### src/rtl/dslope_sequencer.sv
module dslope_sequencer #(
  parameter int CNT_W    = 16,
  parameter int AZ_CYC   = 1000,
  parameter int INT_CYC  = 4000,
  parameter int IZ_CYC   = 200,
  parameter int DINT_MAX = (1 << CNT_W) - 1
) (
  input  logic             clk,
  input  logic             rst_n,
  input  logic             cmp_in,
  output logic             phase_a,
  output logic             phase_b,
  output logic [CNT_W-1:0] res_count,
  output logic             res_ovr,
  output logic             res_pol,
  output logic             res_valid
);

  localparam int M1   = (AZ_CYC > INT_CYC) ? AZ_CYC : INT_CYC;
  localparam int M2   = (IZ_CYC > DINT_MAX) ? IZ_CYC : DINT_MAX;
  localparam int LMAX = (M1 > M2) ? M1 : M2;
  localparam int TW   = $clog2(LMAX + 1);

  localparam logic [1:0] PH_AZ   = 2'b01;
  localparam logic [1:0] PH_INT  = 2'b10;
  localparam logic [1:0] PH_DINT = 2'b11;
  localparam logic [1:0] PH_IZ   = 2'b00;

  logic [1:0]    ph;
  logic [TW-1:0] tmr;
  logic          sy_meta, sy_lvl, sy_old;
  logic          pol_q;

  wire fall     = sy_old & ~sy_lvl;
  wire last_az  = (tmr == TW'(AZ_CYC - 1));
  wire last_int = (tmr == TW'(INT_CYC - 1));
  wire last_iz  = (tmr == TW'(IZ_CYC - 1));
  wire at_limit = (tmr == TW'(DINT_MAX));

  assign phase_a = ph[1];
  assign phase_b = ph[0];

  always_ff @(posedge clk or negedge rst_n) begin
    if (!rst_n) begin
      sy_meta <= 1'b0;
      sy_lvl  <= 1'b0;
      sy_old  <= 1'b0;
    end else begin
      sy_meta <= cmp_in;
      sy_lvl  <= sy_meta;
      sy_old  <= sy_lvl;
    end
  end

  always_ff @(posedge clk or negedge rst_n) begin
    if (!rst_n) begin
      ph        <= PH_AZ;
      tmr       <= '0;
      pol_q     <= 1'b0;
      res_count <= '0;
      res_ovr   <= 1'b0;
      res_pol   <= 1'b0;
      res_valid <= 1'b0;
    end else begin
      res_valid <= 1'b0;
      case (ph)
        PH_AZ: begin
          if (last_az) begin
            ph  <= PH_INT;
            tmr <= '0;
          end else begin
            tmr <= tmr + 1'b1;
          end
        end
        PH_INT: begin
          if (last_int) begin
            ph    <= PH_DINT;
            tmr   <= '0;
            pol_q <= sy_lvl;
          end else begin
            tmr <= tmr + 1'b1;
          end
        end
        PH_DINT: begin
          if (fall || at_limit) begin
            ph        <= PH_IZ;
            tmr       <= '0;
            res_count <= CNT_W'(tmr);
            res_ovr   <= ~fall;
            res_pol   <= pol_q;
            res_valid <= 1'b1;
          end else begin
            tmr <= tmr + 1'b1;
          end
        end
        default: begin
          if (last_iz) begin
            ph  <= PH_AZ;
            tmr <= '0;
          end else begin
            tmr <= tmr + 1'b1;
          end
        end
      endcase
    end
  end

  p_order_r2: assert property (@(posedge clk) disable iff (!rst_n)
    (ph != $past(ph)) |->
      (($past(ph) == PH_AZ   && ph == PH_INT)  ||
       ($past(ph) == PH_INT  && ph == PH_DINT) ||
       ($past(ph) == PH_DINT && ph == PH_IZ)   ||
       ($past(ph) == PH_IZ   && ph == PH_AZ)));

  p_fixed_len_r3: assert property (@(posedge clk) disable iff (!rst_n)
    ((ph == PH_AZ)  -> (tmr < TW'(AZ_CYC)))  &&
    ((ph == PH_INT) -> (tmr < TW'(INT_CYC))) &&
    ((ph == PH_IZ)  -> (tmr < TW'(IZ_CYC))));

  p_dint_bound_r6: assert property (@(posedge clk) disable iff (!rst_n)
    (ph == PH_DINT) |-> (tmr <= TW'(DINT_MAX)));

  p_ovr_count_r6: assert property (@(posedge clk) disable iff (!rst_n)
    (res_valid && res_ovr) |-> (res_count == CNT_W'(DINT_MAX)));

  p_valid_in_iz_r7: assert property (@(posedge clk) disable iff (!rst_n)
    res_valid |-> (ph == PH_IZ && tmr == '0 && $past(ph) == PH_DINT));

  p_valid_single_r7: assert property (@(posedge clk) disable iff (!rst_n)
    res_valid |=> !res_valid);

  p_result_hold_r7: assert property (@(posedge clk) disable iff (!rst_n)
    !res_valid |-> ($stable(res_count) && $stable(res_ovr) && $stable(res_pol)));

endmodule

### config.mk
export PLATFORM = sky130hd
export DESIGN_NAME = dslope_sequencer
export DESIGN_NICKNAME = d
export VERILOG_FILES = /design/src/rtl/dslope_sequencer.sv
export SDC_FILE = /design/constraint.sdc
export NUM_CORES = 1
export LEC_CHECK = 0
export CORE_UTILIZATION = 45
export DETAILED_ROUTE_END_ITERATION = 8
export DONT_BUFFER_PORTS = 1
export HOLD_SLACK_MARGIN = 0.03
export PLACE_DENSITY = 0.68
export SLEW_MARGIN = 10
export SYNTH_ARGS = -nofsm -noshare
export SYNTH_HDL_FRONTEND = slang
export SYNTH_SLANG_ARGS = --single-unit
### constraint.sdc
create_clock -name clk -period 2.75 [get_ports clk]
set_input_delay 0 -clock clk [delete_from_list [all_inputs] [get_ports clk]]
set_output_delay 0 -clock clk [all_outputs]
set_load 0.005 [all_outputs]
After elaboration in Yosys (flattened, before gate mapping):

Cells that the tools add are included.
W data, S select, Z words.

* reduce and logical (&&, ||, !) cells: 5
* div/mod/pow operators: 0
* magnitude comparators: 0
* shift operators: 0
* bitwise logic cells: 3
* multipliers: 0
* add/sub/neg operators: 1
* multiplexer cells: 12
* equality and inequality tests: 10

Operators by type and width (count)
* $mux W16: 4
* $pmux W16 S3: 1
* $add A16 B1 Y16 const B: 1
* $eq A16 B10 Y1 const B: 1
* $eq A16 B12 Y1 const B: 1
* $eq A16 B16 Y1 const B: 1
* $eq A16 B8 Y1 const B: 1
* $mux W2: 4
* $ne A2 B2 Y1 const B: 3
* $pmux W2 S3: 1
* $eq A2 B2 Y1 const B: 2
* $reduce_and A2 Y1: 2
* $reduce_and A4 Y1: 1
* $reduce_bool A4 Y1: 1
* $eq A2 B1 Y1 const B: 1
* $mux W1: 2
* $not A1 Y1: 2
* $and A1 B1 Y1: 1
* $logic_or A1 B1 Y1: 1

* bits of input ports: 3
* logic and storage cells: 41
* bits in latches: 0
* ROM bits: 0
* bits in writable memories: 0
* bits in registers: 41
* memories kept: 0
* output and inout port bits: 21

Longest topological paths before layout:

Gate-level depths: netlist of run 1.

* depth in word-level cells: 5
* mapped depth: 8
* depth with buffers taken out: 6

Worst setup path before layout of run 1:

OpenSTA, ideal clock, no wires.

* path kind: reg2reg
* from: register tmr[0]
* to: register res_count[10]
* buffers on the path: 2
* setup time: 125 ps
* path slack: 922 ps
* arrival time: 1703 ps
* required time: 2625 ps
* clock period less this slack: 1828 ps
* cell stages (with the launch flop): 9
* cell sequence: dfrtp_1 > ha_1 > and4_1 > buf_6 > nand4_4 > nand2_2 > nand2_4 > buf_6 > mux2_4

* word-level cells in the longest chain between the ends: 3

Ends and longest elaborated chain
* start, declared: RTL line 30 `logic [TW-1:0] tmr;`
* start signal, assigned: RTL line 72 `tmr <= tmr + 1'b1;`
* start signal, assigned: RTL line 81 `tmr <= tmr + 1'b1;`
* start signal, assigned: RTL line 93 `tmr <= tmr + 1'b1;`
* $eq A16 B16 Y1: RTL line 38 `wire at_limit = (tmr == TW'(DINT_MAX));`
* $logic_or A1 B1 Y1: RTL line 85 `if (fall || at_limit) begin`
* $reduce_and A2 Y1 (no source line)
* end signal, assigned: RTL line 88 `res_count <= CNT_W'(tmr);`
* end, declared: RTL line 13 `output logic [CNT_W-1:0] res_count,`

Every way passes these cells.
A chain may end at the register's enable or synchronous reset.

Final worst setup path of run 1:

* from: register tmr[0]
* to: register ph[1]

* word-level cells in the longest chain between the ends: 4
* elaborated cells on any way between the ends: 10
* those cells by class: eq/ne: 7; reduce/logical: 3

Ends and longest elaborated chain
* $eq A16 B16 Y1: RTL line 38
* $logic_or A1 B1 Y1: RTL line 85
* $ne A2 B2 Y1 (no source line)
* $reduce_and A4 Y1 (no source line) *
* end signal, assigned: RTL line 57 `ph <= PH_AZ;`
* end signal, assigned: RTL line 86 `ph <= PH_IZ;`
* end signal, assigned: RTL line 98 `ph <= PH_AZ;`
* end, declared: RTL line 29 `logic [1:0] ph;`

Mark *: on every way between the ends. The rest lies on a longest branch, timed or not.

==> flow_summary.json, run 1 <==
{
  "status": "finished clean",
  "htreeDepth": 2,
  "top_usage_layer": "met2",
  "power.switching_w": 0.000201,
  "critPathKind": "reg2reg",
  "port_buffers": 0,
  "yosysUniqueCellTypes": 43,
  "rows": 23,
  "grtUsageTotal_pct": 17.2,
  "die_h_um": 67.7,
  "avgRoutedWirePerCell_um": 16.1,
  "reg2reg_from": "tmr[0]",
  "gp_congestion": 0.916,
  "grtUsageMet3_pct": 5.41,
  "period_share_pct": 72.2,
  "clockBufferDepth": 2,
  "insertion_delay_ps": 290,
  "first_iter_violations": 70,
  "antenna_left": 0,
  "required_ps": 2930,
  "cap_violations": 0,
  "drc": 0,
  "power.internal_w": 0.000791,
  "slowest_delay_ps": 410,
  "relSlewSlack_pct": 75.1,
  "vias": 1213,
  "power_frac_comb_pct": 2.0,
  "report.final.hold_viol_count": 0,
  "dieArea_um2": 4580,
  "cellPowerDensity_nw_per_um2": 474,
  "dp_hpwl_mm": 2.39,
  "antenna_found_initial": 0,
  "vdd_ir_drop_max_mv": 0.308,
  "setup_viol": 0,
  "netlist_area_um2": 1940,
  "die_w_um": 67.7,
  "tns_ps": 0,
  "drt_first_pass_iters": 4,
  "ys.warnings.count": 0,
  "via_per_inst": 5.67,
  "root_buffer": "clkbuf_8",
  "cp.arrival_ps": 2160,
  "pin_count": 24,
  "initial_utilization_pct": 47.8,
  "n_antenna_cell": 0,
  "slew_viol_final": 0,
  "cts-buffers-inserted": 5,
  "fin_skew_ps": 5.57,
  "cts_sinks": 41,
  "area_delta_synth_final_pct": 7.87,
  "wl_mm": 3.44,
  "grt.overflow.total": 0,
  "cts.clk_slew.worst_paths_ps": 70,
  "synth.top_cell.area_share_pct": 51.6,
  "synth_top_area_cell": "dfrtp_1",
  "rsz0062_at_grt": "no",
  "switching_share_pct": 20.3,
  "cp_cell_sequence": "ha_1, and4_1, nand4_4, a32o_2, nand3b_4, a22o_1",
  "grt_pass1_vias": 1161,
  "met1_usage_pct": 21.6,
  "seq_area_frac_synth_pct": 52.9,
  "coreArea_um2": 4060,
  "grtUsageMet2_pct": 26.1,
  "nets": 171,
  "synthTopCellsByArea": "dfrtp_1 52%, mux2_4 7.0%, mux2_2 4.6%",
  "synth_area_per_cell_um2": 12.4,
  "final_cell_mix": "40 x dfrtp_1, 19 x nor2_1, 9 x mux2_4",
  "cts_tree": "done",
  "cp-start-kind": "flop",
  "crit_path_max_fanout": 6,
  "syn_nets": 164,
  "drive_gt1_share_pct": 22.6,
  "layout_min_cycle_time_ps": 1980,
  "worst-r2r-cell-count": 6,
  "worst-slew-pin-transition_ps": 373,
  "grt_pass1_wl_mm": 5.58,
  "ys_ff_latch": 41,
  "layout_commonest_cell": "dfrtp_1",
  "hp-class": "in2async",
  "syn_inst": 156,
  "cp_slowest_cell": "dfrtp_1",
  "critPathLaunch": "tmr[0]",
  "max_freq_mhz": 504,
  "p_seq_share_pct": 61.1,
  "post-route-util_pct": 51.6,
  "grt_max_degree": 42,
  "clkPwrFrac_pct": 37.0,
  "power.leakage_nw": 1.02,
  "crit_path_end_kind": "flop"
}
-- stage by stage --
step	power [W]	cell area, µm²	instances	setup WS (ps)	hold slack [ps]
6_report	0.000992	2090	214	765	162
5_1_grt	0.00103	2090	214	658	186
4_1_cts	0.00101	2090	214	789	161
3_5_place_dp	0.000620	1970	203	799	-295
3_3_place_gp	0.000620	1970	203	861	-295
2_1_floorplan	0.000620	1940	156	922	-296
-- cell usage after synthesis (all sizes together) --
cell,n
dfrtp,40
nor2,20
mux2,17
nand2,8
inv,7
nand3,7
xnor2,7
xor2,6
ha,5
nand4,5
and3,3
and4,3
buf,3
nor3,3
a21oi,2
a31oi,2
o21ai,2
a21o,1
a22o,1
a311o,1
a311oi,1
a32o,1
and3b,1
and4bb,1
dfstp,1
mux2i,1
nand3b,1
nor2b,1
nor4,1
nor4b,1
nor4bb,1
o31ai,1
or3,1
-- layout make-up --
cell class,count,area [µm²]
timing repair buffer,3,40.0
inverter,7,26.3
clock buffer,8,80.1
fill,337,1960
tap,50,62.6
sequential,41,1030
multi-input combinational,105,857
-- worst max-delay path: cells and delay by family, from the launching register on --
| kind | cells | cell delay, ps |
|---|---|---|
| simple gates | 3 | 700 |
| flops | 1 | 410 |
| fa+ha+maj | 1 | 230 |
| compound gates | 2 | 530 |
-- worst paths after layout --
check	end	slack (ps)
worst max-delay path	ph[1]	770
worst min-delay path	res_valid	160
worst max register to register	ph[1]	770
worst min register to register	sy_lvl	350
max in group asynchronous	ph[0]	2330
min in group clk	sy_meta	260
-- registers in the layout, summed over array words and instances (netlist names) --
signal / count
sy_meta: 1
tmr: 16
res_valid: 1
res_pol: 1
res_ovr: 1
sy_old: 1
ph: 2
res_count: 16
sy_lvl: 1
pol_q: 1
-- cell families after synthesis --
group | count (synthesis) | share of synthesized area (%)
simple gates | 57 | 18.3
flops | 41 | 52.9
mux | 18 | 12.1
xor+xnor | 13 | 5.87
compound gates | 12 | 4.64
buf+inv | 10 | 2.90
fa+ha+maj | 5 | 3.22
-- repair_timing --
item | 4_1_cts | 5_1_grt
endpoints found under the hold margin | 42 | 0
hold buffers | 3 | 0
setup buffers | 0 | 0
resized for setup | 0 | 0
-- power groups by stage --
stage,clock network (W),logic [W],registers (W)
after floorplan,0,0.00000229,0.000617
after global placement,0,0.00000271,0.000617
after detailed placement,0,0.00000271,0.000618
after CTS,0.000379,0.0000204,0.000606
after global routing,0.000406,0.0000224,0.000606
final,0.000367,0.0000194,0.000606
-- metal layers --
layer,wire length [µm],vias to the layer above
li1,-,562
met1,1540,603
met2,1630,42
met3,214,6
met4,54,0
met5,0,-
(Power assumes the default switching activity.)
==> run 2: changes to the inputs <==
--- a/config.mk
+++ b/config.mk
@@ -5,6 +5,7 @@
 export SDC_FILE = /design/constraint.sdc
 export NUM_CORES = 1
 export LEC_CHECK = 0
+export ABC_AREA = 1
 export CORE_UTILIZATION = 45
 export DETAILED_ROUTE_END_ITERATION = 8
 export DONT_BUFFER_PORTS = 1
==> constraint.sdc (replaced) <==
create_clock -name clk -period 2.1 [get_ports clk]
set_input_delay 0 -clock clk [delete_from_list [all_inputs] [get_ports clk]]
set_output_delay 0 -clock clk [all_outputs]
set_load 0.005 [all_outputs]
==> run 2 against run 1 <==
Global-route usage down 0.59 points. Clock power up 100%. Critical endpoint is now res_count[9]. Sequential power up 31%. Core utilization up 1.0 points. Largest power group unchanged.
==> flow_summary.json, run 2 <==
{
  "drc": 0,
  "vias": 1522,
  "antenna_left": 0,
  "cp-start-kind": "flop",
  "multiInputGateArea_um2": 918,
  "layout_commonest_cell": "nand2_1",
  "area_delta_synth_final_pct": 8.92,
  "max_freq_mhz": 566,
  "critPathKind": "reg2reg",
  "synth_area_per_cell_um2": 8.43,
  "initial_utilization_pct": 48.3,
  "first_iter_violations": 81,
  "slew_viol_final": 0,
  "setup_viol": 0,
  "grt_pass1_wl_mm": 6.46,
  "cts_tree": "done",
  "grtUsageTotal_pct": 16.6,
  "grt_max_degree": 42,
  "power.internal_w": 0.00127,
  "syn_inst": 258,
  "yosysUniqueCellTypes": 27,
  "rsz0062_at_grt": "no",
  "ys.warnings.count": 0,
  "dp_cells": 306,
  "die_w_um": 71.5,
  "yosys-top-cells-count": "59 x nand2_1, 40 x dfrtp_1, 35 x inv_1, 32 x nor2_1, 19 x nand2_2",
  "required_ps": 2330,
  "reg2reg_from": "tmr[0]",
  "dp_hpwl_mm": 2.69,
  "grt_pass1_vias": 1430,
  "worst-r2r-cell-count": 10,
  "period_share_pct": 84.1,
  "insertion_delay_ps": 300,
  "worst-slew-pin-transition_ps": 405,
  "switching_share_pct": 18.5,
  "relSlewSlack_pct": 73.0,
  "ys.flop_type": "dfrtp_1",
  "fin_cells": 317,
  "synth_top_area_cell": "dfrtp_1",
  "r2r-end": "res_count[9]",
  "reg.largest.list": "res_count (16), tmr (16), ph (2)",
  "clkPwrFrac_pct": 47.6,
  "nFillCells": 415,
  "p_seq_share_pct": 50.8,
  "cellPowerDensity_nw_per_um2": 658,
  "antenna_found_initial": 0,
  "cts_sinks": 41,
  "grt.overflow.total": 0,
  "report.final.hold_viol_count": 0,
  "synth_edf_count": 0,
  "cp.arrival_ps": 2000,
  "gp_congestion": 0.803,
  "nets": 272,
  "status": "finished clean",
  "async_flop_share_pct": 100,
  "avgRoutedWirePerCell_um": 11.7,
  "clockBufferDepth": 2,
  "tns_ps": 0,
  "htreeDepth": 2,
  "synth.top_cell.area_share_pct": 46.0,
  "via_per_inst": 4.80,
  "n_antenna_cell": 0,
  "netlist_area_um2": 2170,
  "pin_count": 24,
  "power.switching_w": 0.000288,
  "die_h_um": 71.5,
  "port_buffers": 0,
  "ys_ff_latch": 41,
  "coreArea_um2": 4500,
  "final_cell_mix": "59 x nand2_1, 40 x dfrtp_1, 35 x inv_1",
  "syn_nets": 266,
  "cts.clk_slew.worst_paths_ps": 80,
  "root_buffer": "clkbuf_8",
  "dieArea_um2": 5110,
  "drive_gt1_share_pct": 24.9,
  "hp-class": "in2async",
  "cts_setup_buffers": 0,
  "seq_area_frac_synth_pct": 47.2,
  "layout_min_cycle_time_ps": 1770,
  "drt_first_pass_iters": 4,
  "power_frac_comb_pct": 1.6,
  "wl_mm": 3.71,
  "regToRegSetupSlack_ps": 330,
  "critPathLaunch": "tmr[0]",
  "cap_violations": 0,
  "synth_most_common_cell": "nand2_1",
  "power.leakage_nw": 1.27,
  "synthTopCellsByArea": "dfrtp_1 46%, nand2_1 10%, inv_1 6.0%",
  "register_area_um2": 1030,
  "hold-worst-slack_ps": 143,
  "crit_path_max_fanout": 30,
  "cts-buffers-inserted": 5,
  "rows": 24,
  "total_power_w": 0.00156,
  "vdd_ir_drop_max_mv": 0.288,
  "crit_path_end_kind": "flop",
  "fin_skew_ps": 5.25
}
==> run 2: cell types whose count changed in the layout (fill, tap and decap cells not counted), sizes merged, moves of 2 or more <==
| cell | delta |
|---|---|
| and3 | -3 |
| and4 | -3 |
| bufinv | +2 |
| clkbuf | -3 |
| clkinv | +2 |
| inv | +40 |
| mux2 | -17 |
| nand2 | +71 |
| nand3 | +2 |
| nand4 | -4 |
| nor2 | +16 |
| nor3 | +3 |
| o21ai | +15 |
| xnor2 | -6 |
==> run 2: area by class of cell <==
class / instances / share of cell area [%]
Sequential cell: 41 / 43.4
Multi-Input combinational cell: 165 / 38.8
Inverter: 48 / 7.77
Clock buffer: 5 / 2.91
Clock inverter: 3 / 2.75
Tap cell: 52 / 2.75
Timing Repair Buffer: 3 / 1.69
==> run 2: worst max-delay path, cell delays in order (launching register included) <==
cell,delay [ps]
dfrtp_1,400
ha_1,220
nand2_1,100
clkinv_2,90
nand2_4,90
nor2_4,60
a21boi_2,180
nor2_4,80
inv_4,310
nand2_2,90
o21ai_2,60
==> run 2: cell families after synthesis <==
logic type / after synthesis / synth area share (%)
adder cells (fa/ha/maj): 5 / 2.88
flip-flops: 41 / 47.2
AND/OR/NAND/NOR: 132 / 28.9
buffers and inverters: 52 / 10.5
AO/OA/AOI/OAI: 20 / 7.19
XOR/XNOR: 8 / 3.22
==> run 2: worst max path at each step <==
| stage | end | cells past startpoint | slack, ps |
|---|---|---|---|
| after global placement | res_count[13] | 10 | 390 |
| after detailed placement | res_count[9] | 10 | 330 |
| after global routing | res_count[12] | 10 | 180 |
| after CTS | res_count[9] | 10 | 310 |
| after floorplan | res_count[7] | 11 | 600 |
| final | res_count[9] | 10 | 330 |
==> run 2: per-layer routing <==
metal | track usage, % | up-vias | share of wire (%)
met3 | 6.33 | 9 | 5.3
met5 | 0 | - | 0
met1 | 21.2 | 698 | 49
li1 | - | 784 | -
met4 | 8.71 | 0 | 2.5
met2 | 24.7 | 31 | 43
==> run 2: stage by stage <==
| step | util [%] | instance area [µm²] | setup slack [ps] |
|---|---|---|---|
| global placement | 48.7 | 2190 | 388 |
| floorplan | - | 2170 | 603 |
| global route | 52.6 | 2370 | 185 |
| CTS | 52.6 | 2370 | 307 |
| finish | 52.6 | 2370 | 333 |
| detailed placement | 48.7 | 2190 | 330 |
==> run 2: power by group through the flow <==
stage / sequential (W) / combinational (W) / clock, W
6_report: 0.000793 / 0.0000252 / 0.000742
5_1_grt: 0.000793 / 0.0000293 / 0.000802
4_1_cts: 0.000793 / 0.0000270 / 0.000767
3_5_place_dp: 0.000809 / 0.00000346 / 0
3_3_place_gp: 0.000808 / 0.00000335 / 0
2_1_floorplan: 0.000808 / 0.00000297 / 0
==> run 2: what timing repair did <==
action / in CTS / in global routing
resized for setup: 0 / 0
hold buffers: 3 / 0
endpoints found under the hold margin: 42 / 0
==> run 3: changes to the inputs <==
--- a/config.mk
+++ b/config.mk
@@ -5,7 +5,7 @@
 export SDC_FILE = /design/constraint.sdc
 export NUM_CORES = 1
 export LEC_CHECK = 0
-export ABC_AREA = 1
+export ABC_AREA = 0
 export CORE_UTILIZATION = 45
 export DETAILED_ROUTE_END_ITERATION = 8
 export DONT_BUFFER_PORTS = 1
==> constraint.sdc (replaced) <==
create_clock -name clk -period 1.7 [get_ports clk]
set_input_delay 0 -clock clk [delete_from_list [all_inputs] [get_ports clk]]
set_output_delay 0 -clock clk [all_outputs]
set_load 0.005 [all_outputs]
==> run 3 against run 2 <==
The flow now finishes with violations (setup timing). Global-route usage grew 3.1 points. Clock power grew 10%. Routed wire length grew 5.0%. Non-clock buffer count grew 31. Critical endpoint is now ph[1]. Largest cell class unchanged.
==> flow_summary.json, run 3 (synthesized netlist as in run 1, its figures left out) <==
{
  "gp_congestion": 0.844,
  "required_ps": 1890,
  "drt_first_pass_iters": 4,
  "relSlewSlack_pct": 73.2,
  "dp_cells": 229,
  "switching_share_pct": 19.9,
  "cp.arrival_ps": 1950,
  "power_frac_comb_pct": 2.0,
  "dp_hpwl_mm": 2.67,
  "antenna_left": 0,
  "grt.overflow.total": 0,
  "rsz0062_at_grt": "yes",
  "violations": "setup timing",
  "clkPwrFrac_pct": 44.6,
  "cts_tree": "done",
  "layout_min_cycle_time_ps": 1770,
  "reg2reg_from": "tmr[0]",
  "die_w_um": 67.7,
  "initial_utilization_pct": 47.8,
  "via_per_inst": 5.49,
  "grt_pass1_wl_mm": 6.47,
  "hold-worst-slack_ps": 158,
  "max_freq_mhz": 566,
  "crit_path_end_kind": "flop",
  "layout_commonest_cell": "dfrtp_1",
  "grt_pass1_vias": 1383,
  "first_iter_violations": 66,
  "cp_slowest_cell": "a32o_2",
  "wl_met1_mm": 1.70,
  "cts_sinks": 41,
  "rows": 23,
  "worst-slew-pin-transition_ps": 399,
  "total_power_w": 0.00183,
  "insertion_delay_ps": 300,
  "met3_length_um": 174,
  "crit_path_max_fanout": 5,
  "power.internal_w": 0.00147,
  "nets": 203,
  "worst-r2r-cell-count": 6,
  "clockBufferDepth": 2,
  "fin_skew_ps": 6.35,
  "cap_violations": 0,
  "place_area_um2": 2200,
  "avgRoutedWirePerCell_um": 15.8,
  "coreArea_um2": 4060,
  "vias": 1350,
  "dieArea_um2": 4580,
  "drc": 0,
  "cts-buffers-inserted": 5,
  "drive_gt1_share_pct": 41.3,
  "nFillCells": 325,
  "grtUsageTotal_pct": 19.7,
  "power.switching_w": 0.000364,
  "die_h_um": 67.7,
  "n_antenna_cell": 0,
  "report.final.hold_viol_count": 0,
  "area_delta_synth_final_pct": 26.5,
  "regToRegSetupSlack_ps": -70,
  "root_buffer": "clkbuf_8",
  "dr_wl_met2_mm": 1.90,
  "htreeDepth": 2,
  "pin_count": 24,
  "setup_viol": 6,
  "antenna_found_initial": 0,
  "slew_viol_final": 0,
  "register_area_um2": 1030,
  "period_share_pct": 104,
  "status": "finished, violations left",
  "multiInputGateArea_um2": 915,
  "vdd_ir_drop_max_mv": 0.431,
  "top_layer": "met4",
  "wl_mm": 3.90,
  "final_cell_mix": "38 x dfrtp_1, 28 x buf_4, 18 x nor2_1",
  "p_seq_share_pct": 53.5,
  "critPathKind": "reg2reg",
  "layout_setup_ws_ps": -66.0,
  "post-route-util_pct": 60.5,
  "cts.clk_slew.worst_paths_ps": 80,
  "critical-path-top-delay-family": "compound AO/OA/AOI/OAI gates",
  "reg.largest.list": "res_count (16), tmr (16), ph (2)",
  "power.leakage_nw": 1.20,
  "fin_cells": 246,
  "port_buffers": 0,
  "slowest_delay_ps": 370,
  "design_area_um2": 2450,
  "cp-start-kind": "flop",
  "path_buf_inv": 0,
  "cp_cell_sequence": "ha_2, and4_4, nand4_4, a32o_2, nand3b_4, a22o_1",
  "r2r-end": "ph[1]",
  "cellPowerDensity_nw_per_um2": 746,
  "grt_max_degree": 42,
  "hp-class": "in2async"
}
[run 3: through the flow]
stage | worst slack [ps] | setup TNS [ps]
global route | -114 | -1100
detailed placement | -37.8 | -436
global placement | -16.7 | -43.5
finish | -66.0 | -113
floorplan | -38.0 | -341
CTS | -6.36 | -9.93
[run 3: area by class of cell]
type                    instances  area share, %
inverters                       7           1.07
clock buffers                   6           3.36
multi-input cells             106           37.3
well taps                      50           2.55
repair buffers                 34           12.3
clock inverters                 2           1.53
flip-flops and latches         41           41.9
[run 3: repair_timing]
action,CTS,global route
endpoints found under the hold margin,42,0
pin swaps,5,12
hold buffers,3,0
cloned,0,1
buffers inserted,1,4
resized for setup,4,9
setup endpoints to repair,26,31
[run 3: worst max-delay path by stage]
stage | endpoint | cells past startpoint | from | slack, ps
2_1_floorplan | ph[1] | 7 | tmr[0] | -40
3_3_place_gp | tmr[14] | 6 | tmr[1] | -20
3_5_place_dp | tmr[14] | 6 | tmr[1] | -40
4_1_cts | ph[1] | 6 | tmr[3] | -6
5_1_grt | ph[1] | 6 | tmr[1] | -110
6_report | ph[1] | 6 | tmr[0] | -70
[run 3: power by group through the flow]
stage	clock network [W]	registers (W)	logic [W]
floorplan	0	0.000999	0.00000371
global placement	0	0.000999	0.00000621
detailed placement	0	0.000999	0.00000638
CTS	0.000838	0.000979	0.0000353
global route	0.000874	0.000980	0.0000418
finish	0.000816	0.000979	0.0000357
[run 3: per-layer routing]
layer / vias to the layer above / GRT usage [%]
met1: 674 / 23.6
met4: 0 / 9.04
met5: - / 0
li1: 630 / -
met2: 36 / 32.1
met3: 10 / 6.25
